===== config.mk =====
export PLATFORM = sky130hd
export DESIGN_NAME = pgdram_waitseq
export DESIGN_NICKNAME = d
export VERILOG_FILES = /design/src/rtl/pgw_pkg.sv /design/src/rtl/pgw_cfg.sv /design/src/rtl/pgw_map.sv /design/src/rtl/pgw_rows.sv /design/src/rtl/pgdram_waitseq.sv
export SDC_FILE = /design/constraint.sdc
export NUM_CORES = 1
export LEC_CHECK = 0
export ABC_AREA = 0
export BUFFER_PORTS_ARGS = -buffer_cell sky130_fd_sc_hd__buf_2
export CAP_MARGIN = 25
export CORE_MARGIN = 1
export CORE_UTILIZATION = 62
export DETAILED_ROUTE_END_ITERATION = 10
export PLACE_DENSITY = 0.9
export SLEW_MARGIN = 20
export SYNTH_ARGS = -nofsm -noshare
export SYNTH_HDL_FRONTEND = slang
export SYNTH_SLANG_ARGS = --single-unit

===== constraint.sdc =====
create_clock -name clk -period 6.8 [get_ports clk]
set_clock_uncertainty 0.15 [all_clocks]
set_input_delay 0.34 -clock clk [delete_from_list [all_inputs] [get_ports clk]]
set_output_delay 0.34 -clock clk [all_outputs]
set_load 0.05 [all_outputs]

===== src/rtl/pgw_pkg.sv =====
package pgw_pkg;
   localparam int WAIT_W = 3;
   localparam int NBANK  = 2;

   typedef enum logic [2:0] {
      ST_IDLE,
      ST_PRE,
      ST_ROW,
      ST_COL,
      ST_DONE
   } cyc_state_t;
endpackage


===== src/rtl/pgw_cfg.sv =====
module pgw_cfg
   import pgw_pkg::*;
#(
   parameter logic [7:0] IDX_MODE = 8'h01,
   parameter logic [7:0] IDX_WHI  = 8'h02,
   parameter logic [7:0] IDX_WLO  = 8'h03,
   parameter logic [2:0] MODE_RST = 3'b101,
   parameter int         FIRST_RST = 3,
   parameter int         MISS_RST  = 4
) (
   input  logic              clk,
   input  logic              rst_n,
   input  logic              cfg_wr,
   input  logic              cfg_sel,
   input  logic [7:0]        cfg_wdata,
   output logic              page_en,
   output logic              enh_en,
   output logic              mode_wr,
   output logic [WAIT_W-1:0] first_ws,
   output logic [WAIT_W-1:0] miss_ws
);
   localparam logic [2:0] FR = FIRST_RST[2:0];
   localparam logic [2:0] MR = MISS_RST[2:0];

   logic [7:0] idx_q;
   logic [2:0] mode_q;
   logic [3:0] whi_q;
   logic [1:0] wlo_q;

   always_ff @(posedge clk or negedge rst_n) begin
      if (!rst_n) begin
         idx_q  <= '0;
         mode_q <= MODE_RST;
         whi_q  <= {FR[2:1], MR[2:1]};
         wlo_q  <= {MR[0], FR[0]};
      end else if (cfg_wr) begin
         if (!cfg_sel) begin
            idx_q <= cfg_wdata;
         end else begin
            case (idx_q)
               IDX_MODE: mode_q <= cfg_wdata[2:0];
               IDX_WHI:  whi_q  <= cfg_wdata[7:4];
               IDX_WLO:  wlo_q  <= cfg_wdata[4:3];
               default:  ;
            endcase
         end
      end
   end

   assign mode_wr  = cfg_wr && cfg_sel && (idx_q == IDX_MODE);
   assign page_en  = mode_q[0];
   assign enh_en   = mode_q[1] && mode_q[2];
   assign first_ws = {whi_q[3:2], wlo_q[0]};
   assign miss_ws  = {whi_q[1:0], wlo_q[1]};

   a_r9_mode_write_pulse: assert property (@(posedge clk) disable iff (!rst_n)
      mode_wr |=> (page_en == $past(cfg_wdata[0])));
endmodule


===== src/rtl/pgw_map.sv =====
module pgw_map #(
   parameter int COL_W = 8,
   parameter int ROW_W = 8,
   localparam int ADDR_W = COL_W + ROW_W + 1
) (
   input  logic [ADDR_W-1:0] addr,
   input  logic              enh,
   output logic              bank,
   output logic [ROW_W-1:0]  row,
   output logic [COL_W-1:0]  col
);
   assign col = addr[COL_W-1:0];

   always_comb begin
      if (enh) begin
         bank = addr[COL_W];
         row  = addr[COL_W+1 +: ROW_W];
      end else begin
         bank = addr[ADDR_W-1];
         row  = addr[COL_W +: ROW_W];
      end
   end
endmodule


===== src/rtl/pgw_rows.sv =====
module pgw_rows
   import pgw_pkg::*;
#(
   parameter int ROW_W = 8
) (
   input  logic             clk,
   input  logic             rst_n,
   input  logic             flush,
   input  logic             look_bank,
   input  logic [ROW_W-1:0] look_row,
   input  logic             close_stb,
   input  logic             open_stb,
   input  logic             open_bank,
   input  logic [ROW_W-1:0] open_row,
   output logic             hit,
   output logic             first,
   output logic [NBANK-1:0] ras_n
);
   logic [NBANK-1:0]            valid_q;
   logic [NBANK-1:0]            used_q;
   logic [NBANK-1:0][ROW_W-1:0] tag_q;
   logic [NBANK-1:0]            bank_hit;

   always_ff @(posedge clk or negedge rst_n) begin
      if (!rst_n) begin
         valid_q <= '0;
         used_q  <= '0;
         tag_q   <= '0;
      end else begin
         for (int b = 0; b < NBANK; b++) begin
            if (flush) begin
               valid_q[b] <= 1'b0;
            end else if (close_stb && look_bank == b[0]) begin
               valid_q[b] <= 1'b0;
            end else if (open_stb && open_bank == b[0]) begin
               valid_q[b] <= 1'b1;
               used_q[b]  <= 1'b1;
               tag_q[b]   <= open_row;
            end
         end
      end
   end

   for (genvar g = 0; g < NBANK; g++) begin : g_cmp
      assign bank_hit[g] = valid_q[g] && (tag_q[g] == look_row);
   end

   assign hit   = bank_hit[look_bank];
   assign first = !used_q[look_bank];
   assign ras_n = ~valid_q;

   a_r9_flush_closes: assert property (@(posedge clk) disable iff (!rst_n)
      flush |=> (ras_n == '1));
endmodule


===== src/rtl/pgdram_waitseq.sv =====
module pgdram_waitseq
   import pgw_pkg::*;
#(
   parameter int COL_W     = 8,
   parameter int ROW_W     = 8,
   parameter int FIRST_RST = 3,
   parameter int MISS_RST  = 4,
   localparam int ADDR_W = COL_W + ROW_W + 1,
   localparam int MA_W   = (ROW_W > COL_W) ? ROW_W : COL_W
) (
   input  logic              clk,
   input  logic              rst_n,
   input  logic              cpu_req,
   input  logic              cpu_we,
   input  logic [ADDR_W-1:0] cpu_addr,
   output logic              cpu_ready,
   input  logic              cfg_wr,
   input  logic              cfg_sel,
   input  logic [7:0]        cfg_wdata,
   output logic [1:0]        dram_ras_n,
   output logic              dram_cas_n,
   output logic              dram_we_n,
   output logic [MA_W-1:0]   dram_addr
);
   if (COL_W < 1 || ROW_W < 1) begin : g_bad_width
      $error("pgdram_waitseq: COL_W and ROW_W must be at least 1");
   end
   if (FIRST_RST < 0 || FIRST_RST >= (1 << WAIT_W) ||
       MISS_RST < 0 || MISS_RST >= (1 << WAIT_W)) begin : g_bad_wait
      $error("pgdram_waitseq: reset wait counts exceed the wait field");
   end

   logic              page_en, enh_en, mode_wr;
   logic [WAIT_W-1:0] first_ws, miss_ws;
   logic              map_bank;
   logic [ROW_W-1:0]  map_row;
   logic [COL_W-1:0]  map_col;
   logic              trk_hit, trk_first;
   logic              acc_hit, accept, close_stb, open_stb;

   cyc_state_t        state_q;
   logic [WAIT_W-1:0] cnt_q;
   logic              cur_bank, cur_we;
   logic [ROW_W-1:0]  cur_row;
   logic [COL_W-1:0]  cur_col;

   pgw_cfg #(.FIRST_RST(FIRST_RST), .MISS_RST(MISS_RST)) u_cfg (
      .clk(clk), .rst_n(rst_n), .cfg_wr(cfg_wr), .cfg_sel(cfg_sel),
      .cfg_wdata(cfg_wdata), .page_en(page_en), .enh_en(enh_en),
      .mode_wr(mode_wr), .first_ws(first_ws), .miss_ws(miss_ws)
   );

   pgw_map #(.COL_W(COL_W), .ROW_W(ROW_W)) u_map (
      .addr(cpu_addr), .enh(enh_en),
      .bank(map_bank), .row(map_row), .col(map_col)
   );

   pgw_rows #(.ROW_W(ROW_W)) u_rows (
      .clk(clk), .rst_n(rst_n), .flush(mode_wr),
      .look_bank(map_bank), .look_row(map_row),
      .close_stb(close_stb), .open_stb(open_stb),
      .open_bank(cur_bank), .open_row(cur_row),
      .hit(trk_hit), .first(trk_first), .ras_n(dram_ras_n)
   );

   assign accept    = (state_q == ST_IDLE) && cpu_req;
   assign acc_hit   = page_en && trk_hit;
   assign close_stb = accept && !acc_hit;
   assign open_stb  = (state_q == ST_PRE);

   always_ff @(posedge clk or negedge rst_n) begin
      if (!rst_n) begin
         state_q  <= ST_IDLE;
         cnt_q    <= '0;
         cur_bank <= 1'b0;
         cur_we   <= 1'b0;
         cur_row  <= '0;
         cur_col  <= '0;
      end else begin
         case (state_q)
            ST_IDLE: if (cpu_req) begin
               cur_bank <= map_bank;
               cur_row  <= map_row;
               cur_col  <= map_col;
               cur_we   <= cpu_we;
               if (acc_hit) begin
                  state_q <= ST_COL;
                  cnt_q   <= cpu_we ? WAIT_W'(1) : '0;
               end else begin
                  state_q <= ST_PRE;
                  cnt_q   <= trk_first ? first_ws : miss_ws;
               end
            end
            ST_PRE:  state_q <= ST_ROW;
            ST_ROW:  state_q <= ST_COL;
            ST_COL:  if (cnt_q == '0) state_q <= ST_DONE;
                     else cnt_q <= cnt_q - 1'b1;
            ST_DONE: state_q <= ST_IDLE;
            default: state_q <= ST_IDLE;
         endcase
      end
   end

   assign cpu_ready  = (state_q == ST_DONE);
   assign dram_cas_n = !(state_q == ST_COL);
   assign dram_we_n  = !((state_q == ST_COL) && cur_we);
   assign dram_addr  = (state_q == ST_COL) ? MA_W'(cur_col) : MA_W'(cur_row);

   a_r6_ready_single: assert property (@(posedge clk) disable iff (!rst_n)
      cpu_ready |=> !cpu_ready);
   a_r1_hit_read_no_wait: assert property (@(posedge clk) disable iff (!rst_n)
      (accept && acc_hit && !cpu_we) |-> ##2 cpu_ready);
   a_r2_hit_write_one_wait: assert property (@(posedge clk) disable iff (!rst_n)
      (accept && acc_hit && cpu_we) |-> ##2 !cpu_ready ##1 cpu_ready);
   a_r3_precharge_bank: assert property (@(posedge clk) disable iff (!rst_n)
      (state_q == ST_PRE) |-> dram_ras_n[cur_bank]);
   a_r10_cas_inside_row: assert property (@(posedge clk) disable iff (!rst_n)
      !dram_cas_n |-> !dram_ras_n[cur_bank]);
endmodule


Word-level counts from Yosys, hierarchy flattened
Index checks and enable logic that the tools add are counted.
{ "totals": {"register_bits": 61, "in_bits": 31} }
{ "op_classes": {"n_mux": 23, "add_sub_neg": 1, "order_cmp": 1, "reduce_logical": 30, "bitwise": 7, "n_eq_ne": 12} }
{ "ops": {"columns": ["op", "count"], "rows": [
  ["3-bit two-way mux", 6],
  ["3-bit AND reduction", 6],
  ["8-bit by 2-bit equality test with 1-bit output, second input constant", 2],
  ["8-bit equality test", 2],
  ["8-bit two-way mux", 2],
  ["1-bit logical AND", 13],
  ["1-bit two-way mux", 12],
  ["3-bit one-hot mux with 4 select lines", 1],
  ["8-bit by 1-bit equality test with 1-bit output, second input constant", 1],
  ["3-bit by 2-bit equality test with 1-bit output, second input constant", 2],
  ["3-bit logical NOT", 2],
  ["2-bit != test, second input constant", 3],
  ["1-bit NOT", 6],
  ["3-bit one-hot mux with 2 select lines", 1],
  ["2-bit AND reduction", 3],
  ["3-bit nonzero test", 2],
  ["3-bit by 1-bit equality test with 1-bit output, second input constant", 1],
  ["3-bit equality test, second input constant", 1],
  ["1-bit logical NOT", 3],
  ["3-bit by 1-bit subtractor with 3-bit output, second input constant", 1],
  ["1-bit by 2-bit < comparator with 1-bit output, second input constant", 1],
  ["2-bit two-way mux", 1],
  ["2-bit NOT", 1],
  ["2-bit nonzero test", 1]
]} }

Logic depth before layout (Yosys ltp)
Gate-level depths: netlist (run 1).
{ "logic_depth": {"depth_word": 12, "ltp_mapped": 9, "mapped_depth_nobuf": 7} }

By module
A second synthesis (run 1) with hierarchy kept.
{ "hier_totals": {"cells_unflattened": 241, "area_unflattened_um2": 3111.7} }
{ "modules_own_cells": {"columns": ["module", "area_per_inst_um2", "seq_area_each_um2", "instances", "cells_each"], "rows": [
  ["pgdram_waitseq", 1201.2, 600.6, 1, 106],
  ["pgw_rows", 996.0, 500.5, 1, 74],
  ["pgw_cfg", 708.2, 431.7, 1, 43],
  ["pgw_map", 206.4, 0.0, 1, 18]
]} }

Worst setup path after synthesis (run 1)
No wires, ideal clock.
{ "synth_timing": {"path_kind": "reg2out", "from": "reg state_q[2]", "to": "out dram_addr[0]", "arrival_ps": 2747, "required_ps": 6310, "path_stages_with_launch": 7, "slack_ps": 3563, "cell_sequence": "dfrtp_1 -> clkbuf_1 -> nand3b_1 -> clkbuf_1 -> inv_1 -> clkbuf_1 -> o21ai_0"} }
{ "synth_via": {"elab_chain_cells": 2} }
{ "synth_lines": {"columns": ["item", "line_no", "text"], "rows": [
  ["start, declared", "pgdram_waitseq.sv:41", "cyc_state_t state_q;"],
  ["start signal, assigned", "pgdram_waitseq.sv:73", "state_q <= ST_IDLE;"],
  ["start signal, assigned", "pgdram_waitseq.sv:87", "state_q <= ST_COL;"],
  ["start signal, assigned", "pgdram_waitseq.sv:90", "state_q <= ST_PRE;"],
  ["3-bit by 2-bit equality test with 1-bit output", "pgdram_waitseq.sv:107", "assign dram_addr = (state_q == ST_COL) ? MA_W'(cur_col) : MA_W'(cur_row);"],
  ["8-bit two-way mux", "pgdram_waitseq.sv:107", null],
  ["end, declared", "pgdram_waitseq.sv:23", "output logic [MA_W-1:0] dram_addr"]
]} }
No other way between the ends.

Worst setup path in the final report (run 1)
{ "layout_timing": {"from": "reg u_cfg.idx_q[5]", "to": "reg u_rows.tag_q[13] (netlist name)"} }
{ "layout_via": {"elab_chain_cells": 4} }
{ "layout_lines": {"columns": ["item", "line_no", "text"], "rows": [
  ["start, declared", "pgw_cfg.sv:25", "logic [7:0] idx_q;"],
  ["start signal, assigned", "pgw_cfg.sv:38", "idx_q <= cfg_wdata;"],
  ["8-bit by 1-bit equality test with 1-bit output", "pgw_cfg.sv:50", "assign mode_wr = cfg_wr && cfg_sel && (idx_q == IDX_MODE);"],
  ["1-bit logical AND", "pgw_cfg.sv:50", null],
  ["1-bit NOT (no source line)", null, null],
  ["3-bit AND reduction (no source line)", null, null],
  ["end signal, assigned by index", "pgw_rows.sv:38", "tag_q[b] <= open_row;"],
  ["end, declared", "pgw_rows.sv:21", "logic [NBANK-1:0][ROW_W-1:0] tag_q;"]
]} }
No other way between the ends.
A chain may end at the register's enable or synchronous reset.

==> results of run 1 <==
[Yosys cell counts (all sizes together), types with 5 or more instances]
master  number
mux2i        6
nor2b        6
a31oi        7
nor2        14
and2         5
a21oi        8
xnor2        7
dfstp        5
clkbuf      14
o21ai       24
mux2        37
dfrtp       56
inv         12
nand2       49
xor2        13
[cell type report]
type / count / area, um^2 / share of cell area, %
clock buffer: 9 / 124 / 3.34
tap: 67 / 83.8 / 2.26
sequential: 61 / 1530 / 41.3
inverter: 12 / 45.0 / 1.21
clock inverter: 7 / 114 / 3.07
timing repair buffer: 46 / 238 / 6.41
multi-input combinational: 223 / 1570 / 42.4
[worst reg2reg max path: stages, from the launching register on]
cell and delay, ps:
dfrtp_1 390, or4_1 540, nor4_2 300, and3b_1 690, o21bai_1 240, o31ai_2 130
nand2_4 170, mux2_2 360
[kinds of logic after synthesis]
kind of cell             share of synthesized area (%)
buffers and inverters                             3.96
multiplexers                                      14.9
XOR/XNOR                                          5.43
adder cells (fa/ha/maj)                          0.776
AND/OR/NAND/NOR                                   15.9
AO/OA/AOI/OAI                                     11.5
flip-flops                                        47.5
[path summary, 6_finish.rpt]
path | end | slack (ps) | depth (start not counted)
worst max-delay path | u_rows.tag_q[13] | 3720 | 7
worst min-delay path | cur_row[5] | -10 | 2
worst max register to register | u_rows.tag_q[13] | 3720 | 7
worst min register to register | u_rows.used_q[1] | 340 | 1
max in group asynchronous | u_rows.tag_q[6] | 5990 | 2
min in group clk | cur_col[2] | 70 | 2
[layer usage]
| layer | part of all wire (%) | GRT usage, % |
|---|---|---|
| met1 | 43 | 40.3 |
| met2 | 46 | 44.3 |
| met3 | 8.3 | 8.27 |
| met4 | 2.4 | 13.9 |
| met5 | 0 | 0 |
[state kept, by name (all words and copies together), names as in the netlist]
| name | cells |
|---|---|
| cur_bank | 1 |
| u_rows.tag_q | 16 |
| cur_row | 8 |
| cnt_q | 3 |
| cur_we | 1 |
| u_rows.used_q | 2 |
| u_cfg.wlo_q | 2 |
| u_cfg.idx_q | 8 |
| cur_col | 8 |
| state_q | 3 |
| u_cfg.mode_q | 3 |
| u_cfg.whi_q | 4 |
| u_rows.valid_q | 2 |
[power breakdown]
part	internal [mW]	switching, mW	total (mW)
clock network	0.242	0.144	0.386
logic	0.236	0.421	0.656
registers	0.500	0.130	0.630
[stage by stage]
stage / cell area [um^2] / hold slack, ps / setup slack (ps) / utilization [%]
2_1_floorplan: 3220 / -106 / 3560 / -
3_3_place_gp: 3470 / 302 / 3890 / 71.6
3_5_place_dp: 3470 / 310 / 3790 / 71.6
4_1_cts: 3710 / 13.2 / 3750 / 76.5
5_1_grt: 3710 / 65.6 / 3600 / 76.5
6_report: 3710 / -9.78 / 3720 / 76.5
==> flow_summary.ini, run 1 <==
[critical_path]
crit_buf_inv = 0
r2r_start = u_cfg.idx_q[5]
startpoint = u_cfg.idx_q[5]
crit_path_start_kind = register
critPathMaxFanout = 23
end_kind = register
crit_slowest_cell = and3b_1
cp.required_ps = 6880
crit_chain = or4_1, nor4_2, and3b_1, o21bai_1, o31ai_2, nand2_4, mux2_2
crit_type = register to register
path_delay_family = simple AND/OR/NAND/NOR gates
critPathMaxStageDelay_ps = 690
worst_ep_arrival_time_ps = 3150

[pwr]
report.power.total_mw = 1.67
power.static_leakage_nw = 1.69
peakVddDrop_mv = 0.450
power_density_mw_per_mm2 = 451

[grt]
grt-ovfl-total = 0
grt_pass1_vias = 2413
grt_util_all_layers_pct = 29.6
grt_max_degree = 62
antenna_found_initial = 0
grt_pass1_wl_um = 11700

[synth]
yosys-top-cells-area = dfrtp_1 43%, mux2_2 13%, nand2_1 5.6%
ys.flop_type = dfrtp_1
synth_edf_count = 0
synth_cell_types = 47
yosys.area.top_type = dfrtp_1
yosysTopAreaCellShare_pct = 43.5
synthesis.nets = 347
async_reset_ff_share_pct = 100
ys_seq_elements = 61
syn_inst = 314
post_synth_instance_area_mm2 = 0.00322
yosys_warnings = 0
avgSynthCellArea_um2 = 10.3
ys_seq_area_share_pct = 47.5

[placed_design]
place_inst = 409
hpwl_um = 4850
place.gp.congestion = 0.844
io_buffers = 43

[finish]
final_common_cell = dfrtp_1
antenna_cells = 0
final_nets = 386
final_cells = 425
mostFrequentLayoutCells = 56 x dfrtp_1, 48 x nand2_1, 43 x buf_2, 37 x mux2_2, 24 x o21ai_0
drive_above_1_share_pct = 31.3
nFillCells = 303
area_growth_pct = 15.1

[clock_tree]
cts.sinks = 61
root_buffer = clkbuf_8
cts_tree = built
clk_path_buf_depth = 2
cts_setup_buffers = 0
cts_resized = 0
cts_hold_buf = 0
clkTransAtPathRegs_ps = 70
cts_made_buffers = 9
h-tree-depth = 3
clock_latency_ps = 350

[floorplan]
initial_utilization_pct = 66.5
dieArea_mm2 = 0.00549
io-pin-count = 44
die_height_um = 74.1
rows = 25
core_mm2 = 0.00485
dieWidth_um = 74.1

[route]
drc = 0
drt_iter0_markers = 223
drt.antenna.violating_nets = 0
vias = 2501
viasPerCell = 5.88
first_pass_iters = 4
finalWirelength_um = 7180
wl_per_cell_um = 16.9

[run]
cap_violations = 0

[sta]
rsz0062_at_grt = false
finalMaxSlewViolations = 0
finalCriticalPeriod_ps = 3080
tightest_slew_ps = 766
finalHoldViolCount = 7
holdWs_ps = -9.78
tns_ps = 0
setup_viol = 0
fmaxAchievable_mhz = 325
slew_headroom_pct = 48.9
finalCritPeriodShare_pct = 45.2

[outcome]
violations = hold timing
outcome = finished, violations left

[min_path]
hold_path_class = input port to asynchronous set/reset pin
(Power assumes the default switching activity.)
==> run 2, diff against run 1 <==
ABC_AREA = 1   (was 0)
CORE_UTILIZATION = 57   (was 62)
PLACE_DENSITY = 0.84   (was 0.9)
clock period = 2.98 ns   (was 6.8 ns; I/O delays follow)
==> flow_summary.ini, run 2 <==
[route]
viasPerCell = 5.29
first_pass_iters = 5
drt_iter0_markers = 259
wl_per_cell_um = 13.9
drc = 0
vias = 2985
finalWirelength_um = 7840
drt.antenna.violating_nets = 0

[run]
cap_violations = 0

[floorplan]
die_height_um = 76.8
dieArea_mm2 = 0.00591
rows = 26
core_mm2 = 0.00524
initial_utilization_pct = 61.0
dieWidth_um = 76.8
io-pin-count = 44

[synth]
ys_top_cells_by_count = 160 x nand2_1, 56 x dfrtp_1, 55 x inv_1
yosys.area.top_type = dfrtp_1
ys_seq_area_share_pct = 48.0
synth_cell_types = 26
yosys_warnings = 0
yosys-top-cells-area = dfrtp_1 44%, nand2_1 19%, inv_1 6.5%
yosysMostFrequentCell = nand2_1
yosysTopAreaCellShare_pct = 43.9
syn_inst = 422
avgSynthCellArea_um2 = 7.57
post_synth_instance_area_mm2 = 0.00319
ys_seq_elements = 61
ys.flop_type = dfrtp_1
async_reset_ff_share_pct = 100
synthesis.nets = 455
synth_edf_count = 0

[placed_design]
place.gp.congestion = 0.883
hpwl_um = 5430
place_ws_ps = 377
io_buffers = 43

[clock_tree]
clock_latency_ps = 350
h-tree-depth = 3
root_buffer = clkbuf_8
clk_path_buf_depth = 2
cts_resized = 0
cts.sinks = 61
cts_made_buffers = 9
clkTransAtPathRegs_ps = 70
cts_setup_buffers = 0
cts_tree = built

[sta]
setup_viol = 0
holdWs_ps = 20.7
finalMaxSlewViolations = 0
tightest_slew_ps = 720
finalCritPeriodShare_pct = 91.0
slew_headroom_pct = 51.8
rsz0062_at_grt = false
finalHoldViolCount = 0
tns_ps = 0
fin_ws_ps = 267
finalCriticalPeriod_ps = 2710
fmaxAchievable_mhz = 369

[finish]
antenna_cells = 0
final_common_cell = nand2_1
final_nets = 522
drive_above_1_share_pct = 17.6
largest_reg_flops = 16
mostFrequentLayoutCells = 160 x nand2_1, 56 x dfrtp_1, 55 x inv_1, 43 x buf_2, 38 x o21ai_0
area_growth_pct = 21.7
regMostFlops = u_rows.tag_q

[critical_path]
cp.required_ps = 3060
r2r_start = u_cfg.mode_q[2]
crit_path_start_kind = register
crit_type = register to register
end_kind = register
startpoint = u_cfg.mode_q[2]
critPathMaxFanout = 18
worst_ep_arrival_time_ps = 2800

[pwr]
power.static_leakage_nw = 2.08
power_density_mw_per_mm2 = 961
peakVddDrop_mv = 0.676

[grt]
grt_max_degree = 27
antenna_found_initial = 0
grt_pass1_wl_um = 13300
grt_pass1_vias = 2960
grt-ovfl-total = 0
grt_util_all_layers_pct = 29.4

[min_path]
hold_path_class = input port to register
hp-start = cpu_req

[outcome]
outcome = completed
==> run 2: changes by cell type after synthesis, moves of 10 or more <==
cell / delta
nand2_1: +112
inv_1: +43
mux2_2: -37
nand3_1: +33
o21ai_0: +14
xor2_1: -12
nand4_1: +10
==> run 2: cells by family after synthesis <==
| kind of cell | after synthesis | share of synthesized area (%) |
|---|---|---|
| and+or+nand+nor | 236 | 32.1 |
| buffers and inverters | 66 | 8.46 |
| DFF | 61 | 48.0 |
| AOI/OAI and AO/OA | 53 | 9.56 |
| xor gates and xnor gates | 4 | 1.10 |
| adders and majority gates | 2 | 0.784 |
==> run 2: report_power, final <==
| part | switching (mW) | internal, mW | total (mW) |
|---|---|---|---|
| registers | 0.236 | 1.13 | 1.37 |
| clock network | 0.319 | 0.514 | 0.833 |
| logic | 1.08 | 0.457 | 1.54 |
| total | 1.63 | 2.10 | 3.73 |
==> run 2: layer usage <==
| metal | share of wire [%] | up-vias | track usage [%] |
|---|---|---|---|
| met5 | 0 | - | 0 |
| met4 | 3.5 | 0 | 15.8 |
| met3 | 6.0 | 32 | 7.98 |
| met2 | 48 | 97 | 47.8 |
| met1 | 42 | 1382 | 35.4 |
| li1 | - | 1474 | - |
==> run 2: final cells by class <==
type                       count  area [um^2]
clock inverter                 4         70.1
clock buffer                  12          155
timing repair buffer          67          440
inverter                      55          206
sequential                    61         1530
fill                         409         1350
multi-input combinational    295         1400
tap                           70         87.6
==> run 2: metrics by stage <==
step	util [%]	instance area, um^2	total power, mW	std cells
floorplan	-	3190	2.46	422
CTS	74.2	3890	3.71	564
detailed placement	66.5	3480	2.86	530
global placement	66.5	3480	2.80	530
global route	74.2	3890	3.99	564
finish	74.2	3890	3.73	564
==> run 2: critical path, cell delays in order, from the launching register on <==
cell,delay [ps]
dfstp_2,680
nand2_2,220
nand2_1,110
nand2_1,160
xnor2_1,230
nand3_1,120
o21bai_2,240
nand2_1,100
nand2_2,90
nand3_4,220
nand2_1,180
o21ai_2,70
==> run 2: path summary, 6_finish.rpt <==
path / end / slack, ps / cells after the start
min reg2reg: u_rows.used_q[0] / 320 / 2
max: u_rows.tag_q[5] / 270 / 11
max reg2reg: u_rows.tag_q[5] / 270 / 11
min: state_q[0] / 20 / 5
max in group asynchronous: u_rows.tag_q[15] / 1860 / 3
min in group asynchronous: u_cfg.idx_q[3] / 130 / 2
==> run 2: what timing repair did <==
action	CTS	global route
endpoints found under the hold margin	44	0
hold buffers	18	0
setup endpoints to repair	0	0
==> run 3, diff against run 2 <==
CORE_UTILIZATION = 48   (was 57)
CTS_CLUSTER_SIZE = 40   (was not set)
PLACE_DENSITY = 0.74   (was 0.84)
==> flow_summary.ini, run 3 (synthesized netlist as in run 2, its figures left out) <==
[grt]
grt_pass1_vias = 2938
grt_max_degree = 41
antenna_found_initial = 0
grt-ovfl-total = 0
grt_pass1_wl_um = 13300
grt_util_all_layers_pct = 24.2

[critical_path]
cp.required_ps = 3050
crit_slowest_cell = dfstp_2
crit_path_start_kind = register
worst_ep_arrival_time_ps = 2760
path_delay_family = simple AND/OR/NAND/NOR gates
cpMostUsedCell = nand2_1
crit_buf_inv = 1
crit_chain = nand2_2, nand2_1, nand2_1, inv_1, nand2_1, nand2_1, nand3_1, o21bai_2, nand2_1, nand2_2, nand3_4, nand2_1, o21ai_2
end_kind = register
startpoint = u_cfg.mode_q[2]
critPathMaxFanout = 18
rrSetupSlack_ps = 290
crit_type = register to register
reg2regPathDepth = 13
r2r_end = u_rows.tag_q[6]
critPathMaxStageDelay_ps = 680
r2r_start = u_cfg.mode_q[2]

[clock_tree]
cts_resized = 0
h-tree-depth = 3
clock_latency_ps = 340
root_buffer = clkbuf_8
cts_made_buffers = 9
clkTransAtPathRegs_ps = 60
clk_path_buf_depth = 2
cts_tree = built
cts.sinks = 61

[finish]
multi_input_area_mm2 = 0.00140
postLayoutCoreUtil_pct = 60.0
final_common_cell = nand2_1
seqCellArea_mm2 = 0.00153
largest_reg_flops = 16
nFillCells = 583
area_growth_pct = 20.1
regMostFlops = u_rows.tag_q
final_nets = 520
mostFrequentLayoutCells = 160 x nand2_1, 56 x dfrtp_1, 55 x inv_1, 43 x buf_2, 38 x o21ai_0
drive_above_1_share_pct = 16.5
antenna_cells = 0

[pwr]
power.static_leakage_nw = 2.04
peakVddDrop_mv = 0.542
power_density_mw_per_mm2 = 927

[sta]
setup_viol = 0
finalHoldViolCount = 0
rsz0062_at_grt = false
fmaxAchievable_mhz = 371
tightest_slew_ps = 637
finalMaxSlewViolations = 0
finalCriticalPeriod_ps = 2690
finalCritPeriodShare_pct = 90.4
tns_ps = 0
slew_headroom_pct = 57.4

[min_path]
hp-start = cpu_req
hold_depth = 5
hold_end = state_q[0]
hold_path_class = input port to register

[route]
vias = 2905
wl_per_cell_um = 13.6
drc = 0
first_pass_iters = 5
finalWirelength_um = 7750
drt_iter0_markers = 176
drt.antenna.violating_nets = 0
viasPerCell = 5.11

[floorplan]
die_height_um = 83.6
rows = 29
io-pin-count = 44
dieArea_mm2 = 0.00698
core_mm2 = 0.00639
initial_utilization_pct = 50.0
dieWidth_um = 83.6

[placed_design]
place.gp.congestion = 0.903
io_buffers = 43
hpwl_um = 5660

[outcome]
outcome = completed

[run]
cap_violations = 0
-- run 3: changes by cell type in the layout (fill, tap and decap cells not counted), sizes merged --
| cell | change |
|---|---|
| buf | -2 |
| clkinv | -1 |
| clkbuf | +2 |
| bufinv | -1 |
-- run 3: routing by layer --
metal  track usage, %  vias up  routed length, um
met5                0        -                  0
met4             8.63        0                126
met3             6.23       14                403
met2             41.2       69               3810
met1             29.8     1355               3410
li1                 -     1467                  -
-- run 3: worst max path at each step --
stage,endpoint,cells past startpoint,slack (ps)
global placement,u_rows.tag_q[1],11,460
floorplan,dram_addr[0],4,890
CTS,u_rows.tag_q[7],13,330
global route,u_rows.tag_q[1],13,150
detailed placement,u_rows.tag_q[2],13,370
finish,u_rows.tag_q[6],13,290
-- run 3: power breakdown --
| group | switching (mW) | internal, mW |
|---|---|---|
| Combinational | 1.04 | 0.454 |
| Clock | 0.308 | 0.387 |
| Sequential | 0.237 | 1.13 |
-- run 3: final cells by class --
type                       instances  share of cell area, %
clock buffer                      14                   3.72
clock inverter                     2                  0.914
inverter                          55                   5.39
multi-input combinational        295                   36.4
sequential                        61                   40.0
tap                               77                   2.51
timing repair buffer              65                   11.1
-- run 3: worst register-to-register path, cell delays in order (launching register included) --
cell      delay, ps
dfstp_2         680
nand2_2         230
nand2_1         120
nand2_1         160
inv_1           110
nand2_1          50
nand2_1          60
nand3_1         120
o21bai_2        270
nand2_1         100
nand2_2         100
nand3_4         220
nand2_1         160
o21ai_2          60
-- run 3: through the flow --
stage                     cells  hold WS, ps  worst slack (ps)  total power [mW]  instance area [um^2]
final                       569         55.1               286              3.55                  3830
after global placement      535        -11.5               463              2.80                  3480
after CTS                   569         46.1               327              3.57                  3830
after detailed placement    535        -9.55               374              2.85                  3480
after floorplan             422         -297               888              2.46                  3190
after global routing        569          126               148              3.81                  3830
-- run 3: timing repair --
| item | CTS | global route |
|---|---|---|
| hold buffers | 18 | 0 |
| setup endpoints to repair | 0 | 0 |
| setup buffers | 0 | 0 |
| endpoints found under the hold margin | 47 | 0 |
